--- src/rtl/dwu_pkg.sv ---
// Shared types for the write-update line controller.
// Assumes a single cache line per controller instance.
package dwu_pkg;

    typedef enum logic [2:0] {
        LS_I  = 3'd0,
        LS_E  = 3'd1,
        LS_SC = 3'd2,
        LS_SM = 3'd3,
        LS_M  = 3'd4
    } line_state_e;

    typedef enum logic [1:0] {
        BC_NONE   = 2'd0,
        BC_READ   = 2'd1,
        BC_UPDATE = 2'd2,
        BC_WRBACK = 2'd3
    } bus_cmd_e;

    typedef enum logic [1:0] {
        PO_NONE  = 2'd0,
        PO_READ  = 2'd1,
        PO_WRITE = 2'd2,
        PO_EVICT = 2'd3
    } cpu_op_e;

    // True when the copy is dirty and this cache answers for it.
    function automatic logic is_owner(line_state_e s);
        return (s == LS_SM) || (s == LS_M);
    endfunction

    // True when other caches may hold the line too.
    function automatic logic is_shared_copy(line_state_e s);
        return (s == LS_SC) || (s == LS_SM);
    endfunction

endpackage

--- src/rtl/dwu_line_store.sv ---
// Holds the data copy of the line. A fill replaces the whole line, and a
// local write or a snooped update merges one word under byte enables.
// Assumes that the local write and the snooped merge never fall in the
// same cycle. A local write in a fill cycle lands on top of the fill.
module dwu_line_store #(
    parameter  int DATA_W = 32,
    parameter  int WORDS  = 4,
    localparam int BE_W   = DATA_W / 8,
    localparam int IDX_W  = (WORDS > 1) ? $clog2(WORDS) : 1,
    localparam int LINE_W = DATA_W * WORDS
) (
    input  logic              clk,
    input  logic              rst_n,
    input  logic              fill_en,
    input  logic [LINE_W-1:0] fill_line,
    input  logic              wr_en,
    input  logic [IDX_W-1:0]  wr_idx,
    input  logic [BE_W-1:0]   wr_be,
    input  logic [DATA_W-1:0] wr_data,
    input  logic              mrg_en,
    input  logic [IDX_W-1:0]  mrg_idx,
    input  logic [BE_W-1:0]   mrg_be,
    input  logic [DATA_W-1:0] mrg_data,
    output logic [LINE_W-1:0] line_q
);

    logic [LINE_W-1:0] base;
    logic [LINE_W-1:0] nxt;

    // Choose the starting point for this cycle's merge.
    always_comb base = fill_en ? fill_line : line_q;

    for (genvar w = 0; w < WORDS; w++) begin : g_word
        for (genvar b = 0; b < BE_W; b++) begin : g_byte
            localparam int POS = w * DATA_W + b * 8;
            // Pick each byte from the local write, the snoop or the base.
            always_comb begin
                if (wr_en && wr_idx == IDX_W'(w) && wr_be[b])
                    nxt[POS +: 8] = wr_data[b*8 +: 8];
                else if (mrg_en && mrg_idx == IDX_W'(w) && mrg_be[b])
                    nxt[POS +: 8] = mrg_data[b*8 +: 8];
                else
                    nxt[POS +: 8] = base[POS +: 8];
            end
        end
    end

    // Line register.
    always_ff @(posedge clk) begin
        if (!rst_n) line_q <= '0;
        else        line_q <= nxt;
    end

endmodule

--- src/rtl/dwu_snoop_resp.sv ---
// Decodes the response to another master's Read or Update from the
// current line state. Purely combinational; the snoop outcome is applied
// in the same cycle and overrides any processor-side state change.
module dwu_snoop_resp
    import dwu_pkg::*;
(
    input  logic        snp_valid,
    input  logic [1:0]  snp_cmd,
    input  line_state_e state_i,
    output logic        shared_o,
    output logic        supply_o,
    output logic        mrg_en_o,
    output logic        st_we_o,
    output line_state_e st_nxt_o
);

    // Snoop response and next state per current state.
    always_comb begin
        shared_o = 1'b0;
        supply_o = 1'b0;
        mrg_en_o = 1'b0;
        st_we_o  = 1'b0;
        st_nxt_o = state_i;
        if (snp_valid) begin
            if (snp_cmd == BC_READ) begin
                if (state_i == LS_E) begin
                    shared_o = 1'b1;
                    st_we_o  = 1'b1;
                    st_nxt_o = LS_SC;
                end else if (state_i == LS_SC) begin
                    shared_o = 1'b1;
                end else if (is_owner(state_i)) begin
                    shared_o = 1'b1;
                    supply_o = 1'b1;
                    st_we_o  = 1'b1;
                    st_nxt_o = LS_SM;
                end
            end else if (snp_cmd == BC_UPDATE && is_shared_copy(state_i)) begin
                shared_o = 1'b1;
                mrg_en_o = 1'b1;
                st_we_o  = 1'b1;
                st_nxt_o = LS_SC;
            end
        end
    end

endmodule

--- src/rtl/dwu_proc_seq.sv ---
// Processor-side sequencer. Latches one command, then each cycle derives
// the needed bus action from the current state, so a snoop that changes
// the state while the command waits alters what is done. Completion is
// held off in any cycle with a snoop. Assumes bus_gnt only follows a
// raised request and never coincides with snp_valid.
module dwu_proc_seq
    import dwu_pkg::*;
#(
    parameter  int DATA_W = 32,
    parameter  int WORDS  = 4,
    localparam int BE_W   = DATA_W / 8,
    localparam int IDX_W  = (WORDS > 1) ? $clog2(WORDS) : 1
) (
    input  logic              clk,
    input  logic              rst_n,
    input  logic              req_valid,
    input  logic [1:0]        req_op,
    input  logic [IDX_W-1:0]  req_idx,
    input  logic [BE_W-1:0]   req_be,
    input  logic [DATA_W-1:0] req_data,
    output logic              ready,
    input  line_state_e       state_i,
    input  logic              snp_valid,
    input  logic              bus_gnt,
    input  logic              bus_shared,
    input  logic [DATA_W-1:0] cur_word,
    input  logic [DATA_W-1:0] fill_word,
    output logic [IDX_W-1:0]  p_idx,
    output logic [BE_W-1:0]   p_be,
    output logic [DATA_W-1:0] p_data,
    output logic              bus_valid,
    output bus_cmd_e          bus_cmd,
    output logic              bus_lock,
    output logic              fill_en,
    output logic              wr_en,
    output logic              st_we,
    output line_state_e       st_nxt,
    output logic              done_q,
    output logic [DATA_W-1:0] rdata_q
);

    logic    busy;
    logic    phase2;
    cpu_op_e p_op;
    logic    go;
    logic    fin;
    logic    enter2;

    assign ready = !busy;
    assign go    = bus_gnt && !snp_valid;

    // Action for the pending command in the current state.
    always_comb begin
        bus_valid = 1'b0;
        bus_cmd   = BC_NONE;
        bus_lock  = 1'b0;
        fill_en   = 1'b0;
        wr_en     = 1'b0;
        st_we     = 1'b0;
        st_nxt    = state_i;
        fin       = 1'b0;
        enter2    = 1'b0;
        if (busy) begin
            case (p_op)
                PO_READ: begin
                    if (state_i == LS_I) begin
                        bus_valid = 1'b1;
                        bus_cmd   = BC_READ;
                        if (go) begin
                            fill_en = 1'b1;
                            st_we   = 1'b1;
                            st_nxt  = bus_shared ? LS_SC : LS_E;
                            fin     = 1'b1;
                        end
                    end else if (!snp_valid) begin
                        fin = 1'b1;
                    end
                end
                PO_WRITE: begin
                    if (phase2) begin
                        bus_valid = 1'b1;
                        bus_cmd   = BC_UPDATE;
                        bus_lock  = 1'b1;
                        if (go) begin
                            wr_en  = 1'b1;
                            st_we  = 1'b1;
                            st_nxt = LS_SM;
                            fin    = 1'b1;
                        end
                    end else if (state_i == LS_I) begin
                        bus_valid = 1'b1;
                        bus_cmd   = BC_READ;
                        bus_lock  = 1'b1;
                        if (go) begin
                            fill_en = 1'b1;
                            st_we   = 1'b1;
                            if (bus_shared) begin
                                st_nxt = LS_SC;
                                enter2 = 1'b1;
                            end else begin
                                wr_en  = 1'b1;
                                st_nxt = LS_M;
                                fin    = 1'b1;
                            end
                        end
                    end else if (is_shared_copy(state_i)) begin
                        bus_valid = 1'b1;
                        bus_cmd   = BC_UPDATE;
                        if (go) begin
                            wr_en  = 1'b1;
                            st_we  = 1'b1;
                            st_nxt = bus_shared ? LS_SM : LS_M;
                            fin    = 1'b1;
                        end
                    end else if (!snp_valid) begin
                        wr_en  = 1'b1;
                        st_we  = 1'b1;
                        st_nxt = LS_M;
                        fin    = 1'b1;
                    end
                end
                PO_EVICT: begin
                    if (is_owner(state_i)) begin
                        bus_valid = 1'b1;
                        bus_cmd   = BC_WRBACK;
                        if (go) begin
                            st_we  = 1'b1;
                            st_nxt = LS_I;
                            fin    = 1'b1;
                        end
                    end else if (!snp_valid) begin
                        st_we  = 1'b1;
                        st_nxt = LS_I;
                        fin    = 1'b1;
                    end
                end
                default: fin = 1'b1;
            endcase
        end
    end

    // Command latch, phase tracking and completion outputs.
    always_ff @(posedge clk) begin
        if (!rst_n) begin
            busy    <= 1'b0;
            phase2  <= 1'b0;
            p_op    <= PO_NONE;
            p_idx   <= '0;
            p_be    <= '0;
            p_data  <= '0;
            done_q  <= 1'b0;
            rdata_q <= '0;
        end else begin
            done_q <= fin;
            if (fin) begin
                busy    <= 1'b0;
                phase2  <= 1'b0;
                rdata_q <= (p_op == PO_READ) ? (fill_en ? fill_word : cur_word) : '0;
            end else if (enter2) begin
                phase2 <= 1'b1;
            end
            if (!busy && req_valid && req_op != PO_NONE) begin
                busy   <= 1'b1;
                p_op   <= cpu_op_e'(req_op);
                p_idx  <= req_idx;
                p_be   <= req_be;
                p_data <= req_data;
            end
        end
    end

endmodule

--- src/rtl/dwu_line_ctrl.sv ---
// Per-line controller for a write-update snooping protocol. Combines the
// processor sequencer, the snoop decoder and the line store around one
// state register; a snoop's state change wins over the sequencer's.
// Assumes the arbiter never grants this cache in a snoop cycle and keeps
// other masters off the bus while bus_req_lock is high.
module dwu_line_ctrl
    import dwu_pkg::*;
#(
    parameter  int DATA_W = 32,
    parameter  int WORDS  = 4,
    localparam int BE_W   = DATA_W / 8,
    localparam int IDX_W  = (WORDS > 1) ? $clog2(WORDS) : 1,
    localparam int LINE_W = DATA_W * WORDS
) (
    input  logic              clk,
    input  logic              rst_n,
    input  logic              cpu_req_valid,
    input  logic [1:0]        cpu_req_op,
    input  logic [IDX_W-1:0]  cpu_req_word,
    input  logic [BE_W-1:0]   cpu_req_be,
    input  logic [DATA_W-1:0] cpu_req_data,
    output logic              cpu_ready,
    output logic              cpu_done,
    output logic [DATA_W-1:0] cpu_rdata,
    output logic              bus_req_valid,
    output logic [1:0]        bus_req_cmd,
    output logic              bus_req_lock,
    output logic [IDX_W-1:0]  bus_req_word,
    output logic [BE_W-1:0]   bus_req_be,
    output logic [DATA_W-1:0] bus_req_data,
    input  logic              bus_gnt,
    input  logic              bus_shared_in,
    input  logic [LINE_W-1:0] bus_fill_line,
    input  logic              snp_valid,
    input  logic [1:0]        snp_cmd,
    input  logic [IDX_W-1:0]  snp_word,
    input  logic [BE_W-1:0]   snp_be,
    input  logic [DATA_W-1:0] snp_data,
    output logic              snp_shared_out,
    output logic              snp_supply,
    output logic              mem_inhibit,
    output logic [LINE_W-1:0] line_data,
    output logic [2:0]        line_state
);

    line_state_e st_q;
    line_state_e s_nxt;
    line_state_e p_nxt;
    bus_cmd_e    p_cmd;
    logic        s_we;
    logic        p_we;
    logic        s_mrg;
    logic        p_fill;
    logic        p_wr;
    logic [DATA_W-1:0] cur_word;
    logic [DATA_W-1:0] fill_word;

    dwu_proc_seq #(.DATA_W(DATA_W), .WORDS(WORDS)) u_seq (
        .clk       (clk),
        .rst_n     (rst_n),
        .req_valid (cpu_req_valid),
        .req_op    (cpu_req_op),
        .req_idx   (cpu_req_word),
        .req_be    (cpu_req_be),
        .req_data  (cpu_req_data),
        .ready     (cpu_ready),
        .state_i   (st_q),
        .snp_valid (snp_valid),
        .bus_gnt   (bus_gnt),
        .bus_shared(bus_shared_in),
        .cur_word  (cur_word),
        .fill_word (fill_word),
        .p_idx     (bus_req_word),
        .p_be      (bus_req_be),
        .p_data    (bus_req_data),
        .bus_valid (bus_req_valid),
        .bus_cmd   (p_cmd),
        .bus_lock  (bus_req_lock),
        .fill_en   (p_fill),
        .wr_en     (p_wr),
        .st_we     (p_we),
        .st_nxt    (p_nxt),
        .done_q    (cpu_done),
        .rdata_q   (cpu_rdata)
    );

    dwu_snoop_resp u_snp (
        .snp_valid(snp_valid),
        .snp_cmd  (snp_cmd),
        .state_i  (st_q),
        .shared_o (snp_shared_out),
        .supply_o (snp_supply),
        .mrg_en_o (s_mrg),
        .st_we_o  (s_we),
        .st_nxt_o (s_nxt)
    );

    dwu_line_store #(.DATA_W(DATA_W), .WORDS(WORDS)) u_store (
        .clk      (clk),
        .rst_n    (rst_n),
        .fill_en  (p_fill),
        .fill_line(bus_fill_line),
        .wr_en    (p_wr),
        .wr_idx   (bus_req_word),
        .wr_be    (bus_req_be),
        .wr_data  (bus_req_data),
        .mrg_en   (s_mrg),
        .mrg_idx  (snp_word),
        .mrg_be   (snp_be),
        .mrg_data (snp_data),
        .line_q   (line_data)
    );

    // Word selection for read return.
    always_comb begin
        cur_word  = line_data[int'(bus_req_word) * DATA_W +: DATA_W];
        fill_word = bus_fill_line[int'(bus_req_word) * DATA_W +: DATA_W];
    end

    assign bus_req_cmd = p_cmd;
    assign mem_inhibit = snp_supply;
    assign line_state  = st_q;

    // Coherence state register, snoop first.
    always_ff @(posedge clk) begin
        if (!rst_n)    st_q <= LS_I;
        else if (s_we) st_q <= s_nxt;
        else if (p_we) st_q <= p_nxt;
    end

endmodule

--- config.mk ---
export PLATFORM = sky130hd
export DESIGN_NAME = dwu_line_ctrl
export DESIGN_NICKNAME = d
export VERILOG_FILES = /design/src/rtl/dwu_pkg.sv /design/src/rtl/dwu_line_store.sv /design/src/rtl/dwu_snoop_resp.sv /design/src/rtl/dwu_proc_seq.sv /design/src/rtl/dwu_line_ctrl.sv
export SDC_FILE = /design/constraint.sdc
export NUM_CORES = 1
export LEC_CHECK = 0
export BUFFER_PORTS_ARGS = -buffer_cell sky130_fd_sc_hd__buf_2
export CORE_ASPECT_RATIO = 0.6
export CORE_MARGIN = 5
export CORE_UTILIZATION = 50
export DETAILED_ROUTE_END_ITERATION = 10
export PLACE_DENSITY = 0.78
export SLEW_MARGIN = 20
export SYNTH_ARGS = -nofsm -noshare
export SYNTH_HDL_FRONTEND = slang
export SYNTH_SLANG_ARGS = --single-unit
export TNS_END_PERCENT = 20
--- constraint.sdc ---
create_clock -name clk -period 2.7 [get_ports clk]
set_input_delay 0.54 -clock clk [delete_from_list [all_inputs] [get_ports clk]]
set_output_delay 0.54 -clock clk [all_outputs]
set_load 0.1 [all_outputs]
==> results.toml <==
[outcome]
status = "finished clean"

[cells_and_area]
layout.cells.most_common_list = "buf_2, nand2_1, dfxtp_1"
finalInstanceArea_um2 = 14660
regArea_um2 = 4141
fillers = 1813
multi_input_area_um2 = 6690
area_growth_pct = 31.11
layout_commonest_cell = "buf_2"
drive_gt1_share_pct = 36.50
layout.nets = 1911

[critical_path]
path_max_fanout = 14
start_kind = "flop"
required_ns = 2.16
critPathSlowestCell = "or3b_2"
crit_buf_inv = 1
cp_top_family = "simple AND/OR/NAND/NOR gates"
critical_path_arrival_ns = 2.13
crit_type = "reg -> out"
critical-path-max-stage-delay_ns = 0.53
cp-end-kind = "output port"
cp_cell_sequence = "or3b_2 > nand2_1 > and4b_4 > buf_4"

[global_route]
overflow = 0
grt_pass1_vias = 12400
antenna_found_initial = 8
grt_usage_pct = 34.73
grt_max_degree = 55
grt_pass1_wl_um = 71570

[clocking]
cts_buffers = 21
htree_levels = 1
clk_pin_slew_worst_paths_ns = 0.07
clkLatencyLatePin_ns = 0.50
cts.sinks = 206
cts_tree = "done"
cts_root_buf = "clkbuf_16"
cts_buffer_depth = 3

[die]
die_h_um = 125.8
dieArea_um2 = 25560
rows = 42
io_pins = 424
chipWidth_um = 203.1
initial_core_util_pct = 50.79
core_area_um2 = 22020

[power_and_ir_drop]
ir_drop_mv = 0.3431
p_leak_uw = 0.006776
powerDensity_nw_per_um2 = 483.8

[routing]
drcViolationCount = 0
via_count = 12670
first_pass_iters = 8
wire_per_inst_um = 23.79
drt_wl_total_um = 47490
via_per_inst = 6.349
drtAntennaViolNets = 0
dr.first_iter.drc_count = 1414

[logic_synthesis]
syn_area_um2 = 11180
synthArstFlopShare_pct = 0
synth-warning-count = 0
ys_ff_latch = 206
syn_inst = 1276
synth.avg_cell_area_um2 = 8.764
ys.flop_type = "dfxtp_1"
synth.top_cell.area_share_pct = 36.88
seq_area_frac_synth_pct = 36.88
synth_area_leaders = "dfxtp_1, nand2_1, mux4_2"
synth_edf_count = 0
synth.distinct_cells = 60
yosysTopAreaCell = "dfxtp_1"
synth_fp_nets = 1494

[sta]
finalCriticalPeriod_ns = 2.672
worstMarginPinSlew_ns = 0.8742
hold_viol_final = 0
fin_crit_sh_pct = 98.95
slew_violations = 0
setup_viol = 0
max_freq_ghz = 0.3743
skew_ns = 0.009094
tns_ns = 0
rsz0062_at_grt = "yes"
relSlewSlack_pct = 41.45

[flow_run]
drv_cap = 0

[placement]
hpwl_um = 34980
gp_congestion = 0.9434
placed_area_um2 = 13900
port_buffers = 423

[worst_hold_path]
hold_class = "in -> reg"
-- kinds of logic (layout without fill, tap and decap cells) --
group | after synthesis | in the layout | synth area share [%]
adder cells (fa/ha/maj) | 4 | 4 | 0.4475
XOR/XNOR | 1 | 1 | 0.07833
buffers and inverters | 106 | 534 | 4.475
AND/OR/NAND/NOR | 464 | 464 | 17.93
AO/OA/AOI/OAI | 325 | 325 | 20.63
flip-flops | 206 | 206 | 36.88
other | 0 | 6 | 0
multiplexers | 170 | 170 | 19.56
-- repair_timing --
| action | 4_1_cts | 5_1_grt |
|---|---|---|
| pin swaps | 0 | 3 |
| setup buffers | 0 | 2 |
| setup endpoints to repair | 6 | 6 |
| resized for setup | 9 | 12 |
| hold buffers | 0 | 0 |
-- cell type report --
class,count,share of cell area [%]
Antenna cell,6,0.1024
Clock buffer,29,4.062
Clock inverter,5,0.3413
Inverter,12,0.3243
Multi-Input combinational cell,964,45.63
Sequential cell,206,28.24
Tap cell,286,2.440
Timing Repair Buffer,488,18.86
-- report_power, final --
part	total, µW	internal (µW)	leakage (µW)	switching (µW)
Clock	2870	1630	0.000322	1250
Sequential	3140	3080	0.00167	58.3
Combinational	1080	308	0.00479	774
Total	7090	5020	0.00678	2080
-- worst reg2reg max path: cells and delay by family (launching register included) --
kind            cells  cell delay, ns
buf+inv             5            0.73
fa+ha+maj           1            0.12
simple gates        2            0.21
flops               1            0.37
compound gates      3            0.97
-- through the flow --
step,util (%),hold WS (ns),std cells,setup slack (ns),total power (µW)
3_5_place_dp,63.14,0.4472,1954,0.1696,4261
5_1_grt,66.59,0.2714,1996,-0.04392,7263
4_1_cts,66.18,0.2602,1988,0.001874,7068
3_3_place_gp,63.14,0.4459,1954,0.2360,4252
2_1_floorplan,-,0.4692,1276,-0.02380,3839
6_report,66.59,0.2711,1996,0.02837,7093
-- flip-flops by register name, summed over array words and instances (netlist names) --
register        count
u_seq.p_idx         2
u_seq.busy          1
line_state          3
u_seq.rdata_q      32
u_seq.p_op          2
u_seq.phase2        1
u_store.line_q    128
u_seq.p_be          4
u_seq.p_data       32
u_seq.done_q        1
-- synthesized netlist by cell type (21+ instances only) --
cell type    n
o22ai_1    103
o31ai_1     33
a21oi_1     49
buf_2       26
a31oi_1     26
nor2_1     127
mux2_2      37
a32oi_1     32
mux2i_1     70
clkbuf_1    53
o2bb2ai_1   21
mux4_2      32
dfxtp_1    206
mux2_1      31
a31o_1      35
nand2_1    259
-- final timing paths --
check                          from                end  slack, ns  depth (start not counted)
setup / recovery      line_state[2]        mem_inhibit       0.03                          4
hold reg to reg   u_seq.rdata_q[28]  u_seq.rdata_q[28]       0.46                          2
setup reg to reg      u_seq.p_op[0]   u_seq.rdata_q[1]       0.20                         11
hold / removal      cpu_req_word[1]     u_seq.p_idx[1]       0.27                          3
-- routing by layer --
layer | routed length [µm] | track usage, % | up-vias
li1 | - | - | 5576
met1 | 19210 | 47.44 | 6018
met2 | 21430 | 55.38 | 957
met3 | 5618 | 8.068 | 117
met4 | 1196 | 10.42 | 4
met5 | 31 | 0 | -
Power figures use the tool's default switching activity.
